File: config.mk
export PLATFORM = sky130hd
export DESIGN_NAME = opnd_spec_decoder
export DESIGN_NICKNAME = d
export VERILOG_FILES = /design/src/rtl/opnd_spec_pkg.sv /design/src/rtl/opnd_spec_ctrl.sv /design/src/rtl/opnd_spec_agen.sv /design/src/rtl/opnd_spec_dp.sv /design/src/rtl/opnd_spec_decoder.sv
export SDC_FILE = /design/constraint.sdc
export NUM_CORES = 1
export LEC_CHECK = 0
export BUFFER_PORTS_ARGS = -buffer_cell sky130_fd_sc_hd__buf_2
export CAP_MARGIN = 20
export CORE_MARGIN = 5
export CORE_UTILIZATION = 37
export DETAILED_ROUTE_END_ITERATION = 16
export GPL_ROUTABILITY_DRIVEN = 0
export HOLD_SLACK_MARGIN = 0.12
export RECOVER_POWER = 50
export SLEW_MARGIN = 20
export SYNTH_ARGS = -nofsm -noshare
export SYNTH_HDL_FRONTEND = slang
export SYNTH_HIERARCHICAL = 1
export SYNTH_SLANG_ARGS = --single-unit
File: constraint.sdc
create_clock -name clk -period 6.3 [get_ports clk]
set_input_delay 0.63 -clock clk [delete_from_list [all_inputs] [get_ports clk]]
set_output_delay 0.63 -clock clk [all_outputs]
set_load 0.05 [all_outputs]
File: src/rtl/opnd_spec_pkg.sv
package opnd_spec_pkg;

  localparam logic [1:0] MOD_NODISP = 2'b00;
  localparam logic [1:0] MOD_DISP8  = 2'b01;
  localparam logic [1:0] MOD_DISPW  = 2'b10;
  localparam logic [1:0] MOD_REG    = 2'b11;
  localparam logic [2:0] RM_SIB     = 3'b100;
  localparam logic [2:0] IDX_NONE   = 3'b100;

  typedef enum logic [1:0] {
    ST_MODE = 2'd0,
    ST_SIB  = 2'd1,
    ST_DISP = 2'd2
  } parse_state_e;

  // strobes from control to datapath
  typedef struct packed {
    logic ldMode;
    logic ldSib;
    logic ldDisp;
    logic finish;
    logic useCurMode;
    logic useCurSib;
  } opnd_ctl_t;

  // returns {highLane, physicalRegister}
  function automatic logic [3:0] mapRegNum(input logic [2:0] num, input logic byteView);
    mapRegNum = byteView ? {num[2], 1'b0, num[1:0]} : {1'b0, num};
  endfunction

endpackage

File: src/rtl/opnd_spec_ctrl.sv
module opnd_spec_ctrl
  import opnd_spec_pkg::*;
#(
  parameter int DISP_BYTES = 4
) (
  input  logic       clk,
  input  logic       rstN,
  input  logic       byteValid,
  input  logic [1:0] curMod,
  input  logic [2:0] curRm,
  input  logic [1:0] heldMod,
  output logic       byteReady,
  output opnd_ctl_t  ctl
);

  localparam int CNT_W = $clog2(DISP_BYTES + 1);

  parse_state_e state, stateNext;
  logic [CNT_W-1:0] dispLeft, leftNext;
  logic readyQ;
  logic accept;

  function automatic logic [CNT_W-1:0] dispLen(input logic [1:0] m);
    dispLen = (m == MOD_DISP8) ? CNT_W'(1) : CNT_W'(DISP_BYTES);
  endfunction

  assign byteReady = readyQ;
  assign accept    = byteValid && readyQ;

  always_ff @(posedge clk) begin
    if (!rstN) begin
      state    <= ST_MODE;
      dispLeft <= '0;
      readyQ   <= 1'b0;
    end else begin
      state    <= stateNext;
      dispLeft <= leftNext;
      readyQ   <= 1'b1;
    end
  end

  always_comb begin
    ctl       = '0;
    stateNext = state;
    leftNext  = dispLeft;
    unique case (state)
      ST_MODE: begin
        ctl.useCurMode = 1'b1;
        if (accept) begin
          ctl.ldMode = 1'b1;
          if (curMod == MOD_REG) begin
            ctl.finish = 1'b1;
          end else if (curRm == RM_SIB) begin
            stateNext = ST_SIB;
          end else if (curMod == MOD_NODISP) begin
            ctl.finish = 1'b1;
          end else begin
            stateNext = ST_DISP;
            leftNext  = dispLen(curMod);
          end
        end
      end
      ST_SIB: begin
        ctl.useCurSib = 1'b1;
        if (accept) begin
          ctl.ldSib = 1'b1;
          if (heldMod == MOD_NODISP) begin
            ctl.finish = 1'b1;
            stateNext  = ST_MODE;
          end else begin
            stateNext = ST_DISP;
            leftNext  = dispLen(heldMod);
          end
        end
      end
      ST_DISP: begin
        if (accept) begin
          ctl.ldDisp = 1'b1;
          if (dispLeft == CNT_W'(1)) begin
            ctl.finish = 1'b1;
            stateNext  = ST_MODE;
          end else begin
            leftNext = dispLeft - CNT_W'(1);
          end
        end
      end
      default: stateNext = ST_MODE;
    endcase
  end

endmodule

File: src/rtl/opnd_spec_agen.sv
module opnd_spec_agen #(
  parameter int ADDR_W = 32
) (
  input  logic              isReg,
  input  logic [ADDR_W-1:0] baseVal,
  input  logic [ADDR_W-1:0] idxVal,
  input  logic              idxEn,
  input  logic [1:0]        scale,
  input  logic [ADDR_W-1:0] dispVal,
  output logic [ADDR_W-1:0] addr
);

  logic [ADDR_W-1:0] idxTerm;

  assign idxTerm = idxEn ? (idxVal << scale) : '0;
  assign addr    = isReg ? '0 : (baseVal + idxTerm + dispVal);

endmodule

File: src/rtl/opnd_spec_dp.sv
module opnd_spec_dp
  import opnd_spec_pkg::*;
#(
  parameter int ADDR_W = 32
) (
  input  logic              clk,
  input  logic              rstN,
  input  opnd_ctl_t         ctl,
  input  logic [7:0]        byteData,
  input  logic              byteSz,
  output logic [1:0]        heldMod,
  output logic [2:0]        rfBaseSel,
  input  logic [ADDR_W-1:0] rfBaseData,
  output logic [2:0]        rfIdxSel,
  input  logic [ADDR_W-1:0] rfIdxData,
  output logic              resValid,
  output logic [2:0]        resRegOp,
  output logic              resRegOpHi,
  output logic              resRmIsReg,
  output logic [2:0]        resRmReg,
  output logic              resRmHi,
  output logic              resByteSz,
  output logic [ADDR_W-1:0] resAddr
);

  localparam int HELD_W = ADDR_W - 8;

  logic [7:0]        modeQ, sibQ;
  logic              szQ;
  logic [HELD_W-1:0] dispQ;

  logic [7:0]        effMode, effSib;
  logic              effSz;
  logic              isReg, hasSib, idxEn;
  logic [ADDR_W-1:0] dispNext, dispVal, addrNext;
  logic [3:0]        regMap, rmMap;

  assign effMode  = ctl.useCurMode ? byteData : modeQ;
  assign effSib   = ctl.useCurSib ? byteData : sibQ;
  assign effSz    = ctl.useCurMode ? byteSz : szQ;
  assign heldMod  = modeQ[7:6];

  assign isReg    = (effMode[7:6] == MOD_REG);
  assign hasSib   = !isReg && (effMode[2:0] == RM_SIB);
  assign idxEn    = hasSib && (effSib[5:3] != IDX_NONE);

  assign rfBaseSel = hasSib ? effSib[2:0] : effMode[2:0];
  assign rfIdxSel  = effSib[5:3];

  // little-endian assembly: each new byte enters at the top
  assign dispNext = {byteData, dispQ};

  always_comb begin
    unique case (effMode[7:6])
      MOD_DISP8: dispVal = {{(ADDR_W-8){byteData[7]}}, byteData};
      MOD_DISPW: dispVal = dispNext;
      default:   dispVal = '0;
    endcase
  end

  opnd_spec_agen #(.ADDR_W(ADDR_W)) u_agen (
    .isReg  (isReg),
    .baseVal(rfBaseData),
    .idxVal (rfIdxData),
    .idxEn  (idxEn),
    .scale  (effSib[7:6]),
    .dispVal(dispVal),
    .addr   (addrNext)
  );

  assign regMap = mapRegNum(effMode[5:3], effSz);
  assign rmMap  = isReg ? mapRegNum(effMode[2:0], effSz) : 4'd0;

  always_ff @(posedge clk) begin
    if (!rstN) begin
      modeQ <= '0;
      sibQ  <= '0;
      szQ   <= 1'b0;
      dispQ <= '0;
    end else begin
      if (ctl.ldMode) begin
        modeQ <= byteData;
        szQ   <= byteSz;
        dispQ <= '0;
      end
      if (ctl.ldSib)  sibQ  <= byteData;
      if (ctl.ldDisp) dispQ <= dispNext[ADDR_W-1:8];
    end
  end

  always_ff @(posedge clk) begin
    if (!rstN) begin
      resValid   <= 1'b0;
      resRegOp   <= '0;
      resRegOpHi <= 1'b0;
      resRmIsReg <= 1'b0;
      resRmReg   <= '0;
      resRmHi    <= 1'b0;
      resByteSz  <= 1'b0;
      resAddr    <= '0;
    end else begin
      resValid <= ctl.finish;
      if (ctl.finish) begin
        resRegOp   <= regMap[2:0];
        resRegOpHi <= regMap[3];
        resRmIsReg <= isReg;
        resRmReg   <= rmMap[2:0];
        resRmHi    <= rmMap[3];
        resByteSz  <= effSz;
        resAddr    <= addrNext;
      end
    end
  end

endmodule

File: src/rtl/opnd_spec_decoder.sv
module opnd_spec_decoder
  import opnd_spec_pkg::*;
#(
  parameter int ADDR_W = 32
) (
  input  logic              clk,
  input  logic              rstN,
  input  logic              byteValid,
  input  logic [7:0]        byteData,
  input  logic              byteSz,
  output logic              byteReady,
  output logic [2:0]        rfBaseSel,
  input  logic [ADDR_W-1:0] rfBaseData,
  output logic [2:0]        rfIdxSel,
  input  logic [ADDR_W-1:0] rfIdxData,
  output logic              resValid,
  output logic [2:0]        resRegOp,
  output logic              resRegOpHi,
  output logic              resRmIsReg,
  output logic [2:0]        resRmReg,
  output logic              resRmHi,
  output logic              resByteSz,
  output logic [ADDR_W-1:0] resAddr
);

  localparam int DISP_BYTES = ADDR_W / 8;

  opnd_ctl_t  ctl;
  logic [1:0] heldMod;

  opnd_spec_ctrl #(.DISP_BYTES(DISP_BYTES)) u_ctrl (
    .clk      (clk),
    .rstN     (rstN),
    .byteValid(byteValid),
    .curMod   (byteData[7:6]),
    .curRm    (byteData[2:0]),
    .heldMod  (heldMod),
    .byteReady(byteReady),
    .ctl      (ctl)
  );

  opnd_spec_dp #(.ADDR_W(ADDR_W)) u_dp (
    .clk       (clk),
    .rstN      (rstN),
    .ctl       (ctl),
    .byteData  (byteData),
    .byteSz    (byteSz),
    .heldMod   (heldMod),
    .rfBaseSel (rfBaseSel),
    .rfBaseData(rfBaseData),
    .rfIdxSel  (rfIdxSel),
    .rfIdxData (rfIdxData),
    .resValid  (resValid),
    .resRegOp  (resRegOp),
    .resRegOpHi(resRegOpHi),
    .resRmIsReg(resRmIsReg),
    .resRmReg  (resRmReg),
    .resRmHi   (resRmHi),
    .resByteSz (resByteSz),
    .resAddr   (resAddr)
  );

endmodule

==> After elaboration in Yosys (flattened, before gate mapping) <==
Index checks and enable logic that the tools add are counted.
{ "op_classes": {"add_sub_neg": 3, "mul": 0, "div_mod_pow": 0, "n_lt_le_gt_ge": 0, "eq_ne": 22, "n_shift": 1, "mux": 48, "bitwise_logic": 0, "reduce_logical": 11} }
{ "op_table": {"columns": ["operator", "n"], "rows": [
  ["adder 32 bit", 2],
  ["two-way mux 32 bit", 2],
  ["case mux 32 bit (2 select lines)", 1],
  ["two-way mux 24 bit", 2],
  ["two-way mux 3 bit", 11],
  ["<< shifter 32 x 2 -> 32 bit", 1],
  ["two-way mux 2 bit", 9],
  ["two-way mux 8 bit", 2],
  ["two-way mux 1 bit", 15],
  ["two-way mux 4 bit", 3],
  ["inequality test 2 bit (second input constant)", 5],
  ["case mux 3 bit (3 select lines)", 1],
  ["AND reduction 9 bit", 1],
  ["== test 2 x 1 -> 1 bit (second input constant)", 4],
  ["== test 2 bit (second input constant)", 4],
  ["inequality test 2 x 1 -> 1 bit (second input constant)", 4],
  ["== test 3 bit (second input constant)", 2],
  ["logical NOT 2 bit", 3],
  ["case mux 2 bit (3 select lines)", 1],
  ["AND reduction 6 bit", 1],
  ["== test 3 x 1 -> 1 bit (second input constant)", 1],
  ["logical AND 1 bit", 3],
  ["inequality test 3 x 2 -> 1 bit (second input constant)", 1],
  ["inequality test 3 bit (second input constant)", 1],
  ["other kinds (5)", 5]
]} }
{ "word_totals": {"reg_bits": 90, "latchBits": 0, "mem_bits_rw": 0, "romBits": 0, "input_bits": 76, "output_inout_bits": 50, "wordCells": 100, "mem_count": 0} }

==> Depth between registers and ports, before layout <==
{ "logic_depth": {"depth_word": 11, "mapped_depth": 24, "ltp_nobuf": 22} }

==> By module <==
Netlist, hierarchy kept.
{ "by_module_without_submodules": {"columns": ["module", "n_inst", "cells_each", "area_each_um2", "seq_area_each_um2"], "rows": [
  ["opnd_spec_dp", 1, 420, 3915.0, 1681.6],
  ["opnd_spec_agen", 1, 424, 3258.1, 0.0],
  ["opnd_spec_ctrl", 1, 66, 536.8, 120.1]
]} }

==> Least setup slack after synthesis <==
Ideal clock, no wire load.
{ "synth_timing": {"kind": "reg2reg", "from": "reg u_ctrl.state[1]", "to": "reg u_dp.resAddr[30]", "setup_time_ns": 0.117, "t_arrival_ns": 4.881, "t_required_ns": 6.183, "setup_slack_ns": 1.301, "path_stages_with_launch": 23, "n_path_buf": 5, "synth_period_minus_slack_ns": 4.999, "cell_sequence": "dfxtp_1 > inv_1 > ha_1 > buf_2 > mux2_1 > buf_2 > buf_2 > buf_1 > mux2i_1 > nand2_1 > o211a_1 > fa_1 > ha_1 > clkbuf_1 > nand2_1 > o21ai_1 > or4_1 > a31o_1 > a221o_1 > a21oi_1 > mux2_1 > mux2i_1 > nor2b_1"} }
{ "synth_lines": {"columns": ["element", "line_no", "text"], "rows": [
  ["from (decl)", "opnd_spec_ctrl.sv:18", "parse_state_e state, stateNext;"],
  ["from (signal assigned)", "opnd_spec_ctrl.sv:36", "state <= stateNext;"],
  ["to (signal assigned)", "opnd_spec_dp.sv:110", "resAddr <= addrNext;"],
  ["to (decl)", "opnd_spec_dp.sv:23", "output logic [ADDR_W-1:0] resAddr"]
]} }

==> results.txt <==
----------------------------------------------------
[Clocking]
  Root buffer selected by CTS ... sky130_fd_sc_hd__clkbuf_16
  Clk pin slew, worst setup/hold paths ... 0.07 ns
  Number of buffers on the longest clock path ... 2
  CTS tree ... yes
  Number of resized instances in the post-cts repair step ... 0
  Hold-fix buffers at CTS ... 0
  Number of sinks handled by clock tree synthesis ... 90
  Number of buffers inserted by post-CTS setup repair ... 0
  Worst skew pair latency ... 0.36 ns
  Number of buffers created by CTS ... 9
  Number of H-tree levels ... 3

[STA]
  Setup violation total in the final timing report ... 0
  Portion of the clock cycle consumed by the worst path in the final layout ... 89.5%
  Period minus WS final ... 5.64 ns
  Slew at the pin closest to its max-slew limit ... 3.36 ns
  Worst setup skew after layout ... 0.0128 ns
  Post-layout worst setup margin ... 0.663 ns
  Pins over their slew limit ... 96
  Unrepaired setup endpoints after global routing ... false
  Minimum hold slack ... 0.463 ns
  Top achievable clock speed ... 177 MHz
  Max-slew headroom ... -124%
  Hold violation count in the final report ... 0
  Sum of negative setup slack ... 0 ns

[Placement]
  Count of buffers from port buffering ... 125
  Worst Setup Slack post-DPL ... 0.773 ns
  Instance area after placement ... 8470 um2
  Placed cell count ... 1253
  Sum of net half-perimeters after detailed placement ... 17.2 mm

[Die]
  Die Area ... 23800 um2
  Starting density of the core ... 37.9%
  Row count ... 52
  Total core area ... 20400 um2
  Die H ... 154 um
  # IOs ... 126
  Die Width ... 154 um

[Pwr]
  Clock share of power ... 26.6%
  Internal Pwr Total ... 1.24 mW
  Power consumption ... 2.09 mW
  Total power per unit cell area ... 240 nW/um2
  Net load switching power ... 0.847 mW
  Leak ... 3.51 nW
  Switching power as a share of total power ... 40.5%
  Sequential share of power ... 29.4%
  Max VDD drop ... 0.105 mV
  Portion of total power attributed to combinational logic ... 44.0%

[Final layout]
  Inserted Diodes ... 0
  Net total in the final layout ... 1141
  Post-route cell area ... 8700 um2
  Area occupied by multi-input gates ... 5530 um2
  Fill cell instance count of the final layout ... 2129
  Growth of design area from synthesis to finish ... 12.8%
  Fraction of layout instances using a drive strength above 1 ... 13.5%
  Area used by sequential logic in the layout ... 1800 um2
  Layout Utilization ... 42.7%
  Cell Count, Final, Fillers Out ... 1268

[Synthesis]
  Synthesized flop and latch total ... 90
  Netlist area before placement ... 7710 um2
  Synthesized Nets ... 1057
  Synthesized netlist cell count ... 910
  Sequential fraction of the synthesis area ... 23.4%
  Top area cells in the synthesized netlist ... sky130_fd_sc_hd__dfxtp_1, sky130_fd_sc_hd__mux2i_1, sky130_fd_sc_hd__fa_1
  Ys flop type ... sky130_fd_sc_hd__dfxtp_1
  Fraction of registers with async set/reset ... 0%
  Portion of synthesized cell area occupied by the leading cell type ... 23.4%
  Cell types with the highest counts after synthesis ... sky130_fd_sc_hd__nand2_1, sky130_fd_sc_hd__a21oi_1, sky130_fd_sc_hd__dfxtp_1
  Most used standard cell by instance count after synthesis ... sky130_fd_sc_hd__nand2_1
  Post-synth cell types ... 67
  Mean cell area of the mapped netlist ... 8.47 um2
  Number of flops mapped to enable cells by yosys ... 0
  Warnings, synthesis ... 6
  Top cell type by total area after synthesis ... sky130_fd_sc_hd__dfxtp_1

[Setup path]
  Critical path launch point ... u_ctrl/state[0]$_SDFFE_PN0P_
  Endpoint class of the critical path ... flop
  Arrival @ worst endpoint ... 5.86 ns
  Startpoint Class ... flop
  Critical path required time ... 6.53 ns
  Critical path fanouts, max ... 31
  Launch instance of the worst register-to-register path ... u_ctrl/state[0]$_SDFFE_PN0P_
  Worst Setup Path Type ... reg2reg

[Drt]
  Number of remaining DRC errors ... 0
  Initial detailed-routing violation count ... 527
  Total wire length ... 22.5 mm
  Avg WL per Cell ... 17.7 um
  Average vias per placed instance ... 5.35
  Number of search-and-repair iterations in the first detailed-routing pass ... 5
  Vias ... 6790
  Antenna Violating Nets Remaining ... 0

[Outcome]
  Failing checks ... max-capacitance violations, max-slew violations
  Outcome ... finished, violations left

[Global route]
  Via count of the first global-routing pass ... 6525
  Remaining global-route overflow ... 0
  Initial antenna violation count ... 0
  First-pass GRT wire length ... 35.7 mm
  Total Routing Usage GR ... 18.6%
  Maximum number of pins on one net before global-route repair ... 96

[Hold path]
  Startpoint of the lowest-slack hold path ... u_ctrl/dispLeft[1]$_SDFFE_PN0P_
  Type of the tightest min-delay check ... reg2reg

[Flow run]
  MaxCap Viol Count ... 1

----------------------------------------------------
-- final timing paths --
| path | end | slack [ns] | cells past startpoint |
|---|---|---|---|
| setup / recovery | u_dp/resAddr[29]$_SDFFE_PN0P_ | 0.66 | 23 |
| hold / removal | u_ctrl/dispLeft[1]$_SDFFE_PN0P_ | 0.46 | 2 |
| setup reg to reg | u_dp/resAddr[29]$_SDFFE_PN0P_ | 0.66 | 23 |
| hold reg to reg | u_ctrl/dispLeft[1]$_SDFFE_PN0P_ | 0.46 | 2 |
-- cell type report --
type,instances,share of cell area (%)
sequential,90,20.7
tap,270,3.88
clock buffer,10,2.63
multi-input combinational,732,63.5
clock inverter,5,0.719
inverter,25,1.08
timing repair buffer,136,7.46
-- layout by cell type (no fill, tap or decap), types with 7 or more instances in the layout --
master                      instances
sky130_fd_sc_hd__a21oi_1           89
sky130_fd_sc_hd__a22oi_1            7
sky130_fd_sc_hd__and2_1            12
sky130_fd_sc_hd__and3_1            19
sky130_fd_sc_hd__buf_2             81
sky130_fd_sc_hd__buf_4             10
sky130_fd_sc_hd__clkbuf_1          46
sky130_fd_sc_hd__clkbuf_16          9
sky130_fd_sc_hd__dfxtp_1           90
sky130_fd_sc_hd__fa_1              32
sky130_fd_sc_hd__ha_1              39
sky130_fd_sc_hd__inv_1             23
sky130_fd_sc_hd__mux2_1            10
sky130_fd_sc_hd__mux2_2             7
sky130_fd_sc_hd__mux2i_1           82
sky130_fd_sc_hd__mux4_2             7
sky130_fd_sc_hd__nand2_1           98
sky130_fd_sc_hd__nand2b_1          11
sky130_fd_sc_hd__nand3_1           15
sky130_fd_sc_hd__nand4_1            9
sky130_fd_sc_hd__nor2_1            49
sky130_fd_sc_hd__nor2b_1           83
sky130_fd_sc_hd__nor3b_1           27
sky130_fd_sc_hd__o211a_1           11
sky130_fd_sc_hd__o21ai_0           23
sky130_fd_sc_hd__xnor2_1           14
sky130_fd_sc_hd__xor2_1             9
-- registers in the layout, summed over array words and instances (netlist names) --
name	cells
u_dp/resAddr	32
u_dp/dispQ	24
u_dp/modeQ	8
u_dp/sibQ	8
u_ctrl/dispLeft	3
u_dp/resRegOp	3
u_dp/resRmReg	3
u_ctrl/state	2
u_ctrl/byteReady	1
u_dp/resByteSz	1
u_dp/resRegOpHi	1
u_dp/resRmHi	1
u_dp/resRmIsReg	1
u_dp/resValid	1
u_dp/szQ	1
-- per-layer routing --
layer	GRT usage, %	part of all wire [%]	vias to the layer above
met2	27.9	44	205
met3	3.49	6.3	21
met4	6.14	1.8	0
met1	27.0	48	3229
li1	-	-	3335
met5	0	0	-
-- power by group through the flow --
stage | clock [mW] | combinational, mW | sequential [mW]
global route | 0.594 | 1.01 | 0.618
floorplan | 0 | 0.632 | 0.682
finish | 0.557 | 0.919 | 0.614
global placement | 0 | 0.910 | 0.626
detailed placement | 0 | 0.912 | 0.626
CTS | 0.573 | 0.917 | 0.613
-- critical path, cell delays in order (launching register included) --
cell and delay (ns):
sky130_fd_sc_hd__dfxtp_1 0.34, sky130_fd_sc_hd__inv_1 0.09, sky130_fd_sc_hd__ha_1 0.50, sky130_fd_sc_hd__mux2i_1 0.31, sky130_fd_sc_hd__inv_1 0.10, sky130_fd_sc_hd__ha_1 0.22
sky130_fd_sc_hd__inv_1 0.06, sky130_fd_sc_hd__o211ai_2 0.11, sky130_fd_sc_hd__a21oi_2 0.14, sky130_fd_sc_hd__buf_4 0.29, sky130_fd_sc_hd__nand2_1 0.11, sky130_fd_sc_hd__nor2_1 0.17
sky130_fd_sc_hd__fa_1 0.44, sky130_fd_sc_hd__ha_1 0.24, sky130_fd_sc_hd__fa_1 0.41, sky130_fd_sc_hd__a21oi_1 0.27, sky130_fd_sc_hd__o211ai_1 0.20, sky130_fd_sc_hd__nand3_1 0.14
sky130_fd_sc_hd__nand3_1 0.27, sky130_fd_sc_hd__a221o_1 0.37, sky130_fd_sc_hd__a21oi_1 0.16, sky130_fd_sc_hd__mux2_1 0.34, sky130_fd_sc_hd__mux2i_1 0.13, sky130_fd_sc_hd__nor2b_1 0.06
-- kinds of logic (layout without fill, tap and decap cells) --
logic type | Yosys count | in the layout | share of synthesized area, %
AND/OR/NAND/NOR | 347 | 347 | 24.0
flip-flops | 90 | 90 | 23.4
adder cells (fa/ha/maj) | 71 | 71 | 14.6
multiplexers | 107 | 107 | 15.4
AO/OA/AOI/OAI | 184 | 184 | 14.9
XOR/XNOR | 23 | 23 | 2.61
buffers and inverters | 88 | 176 | 5.14
No activity file was read; power rests on OpenSTA's default activity.
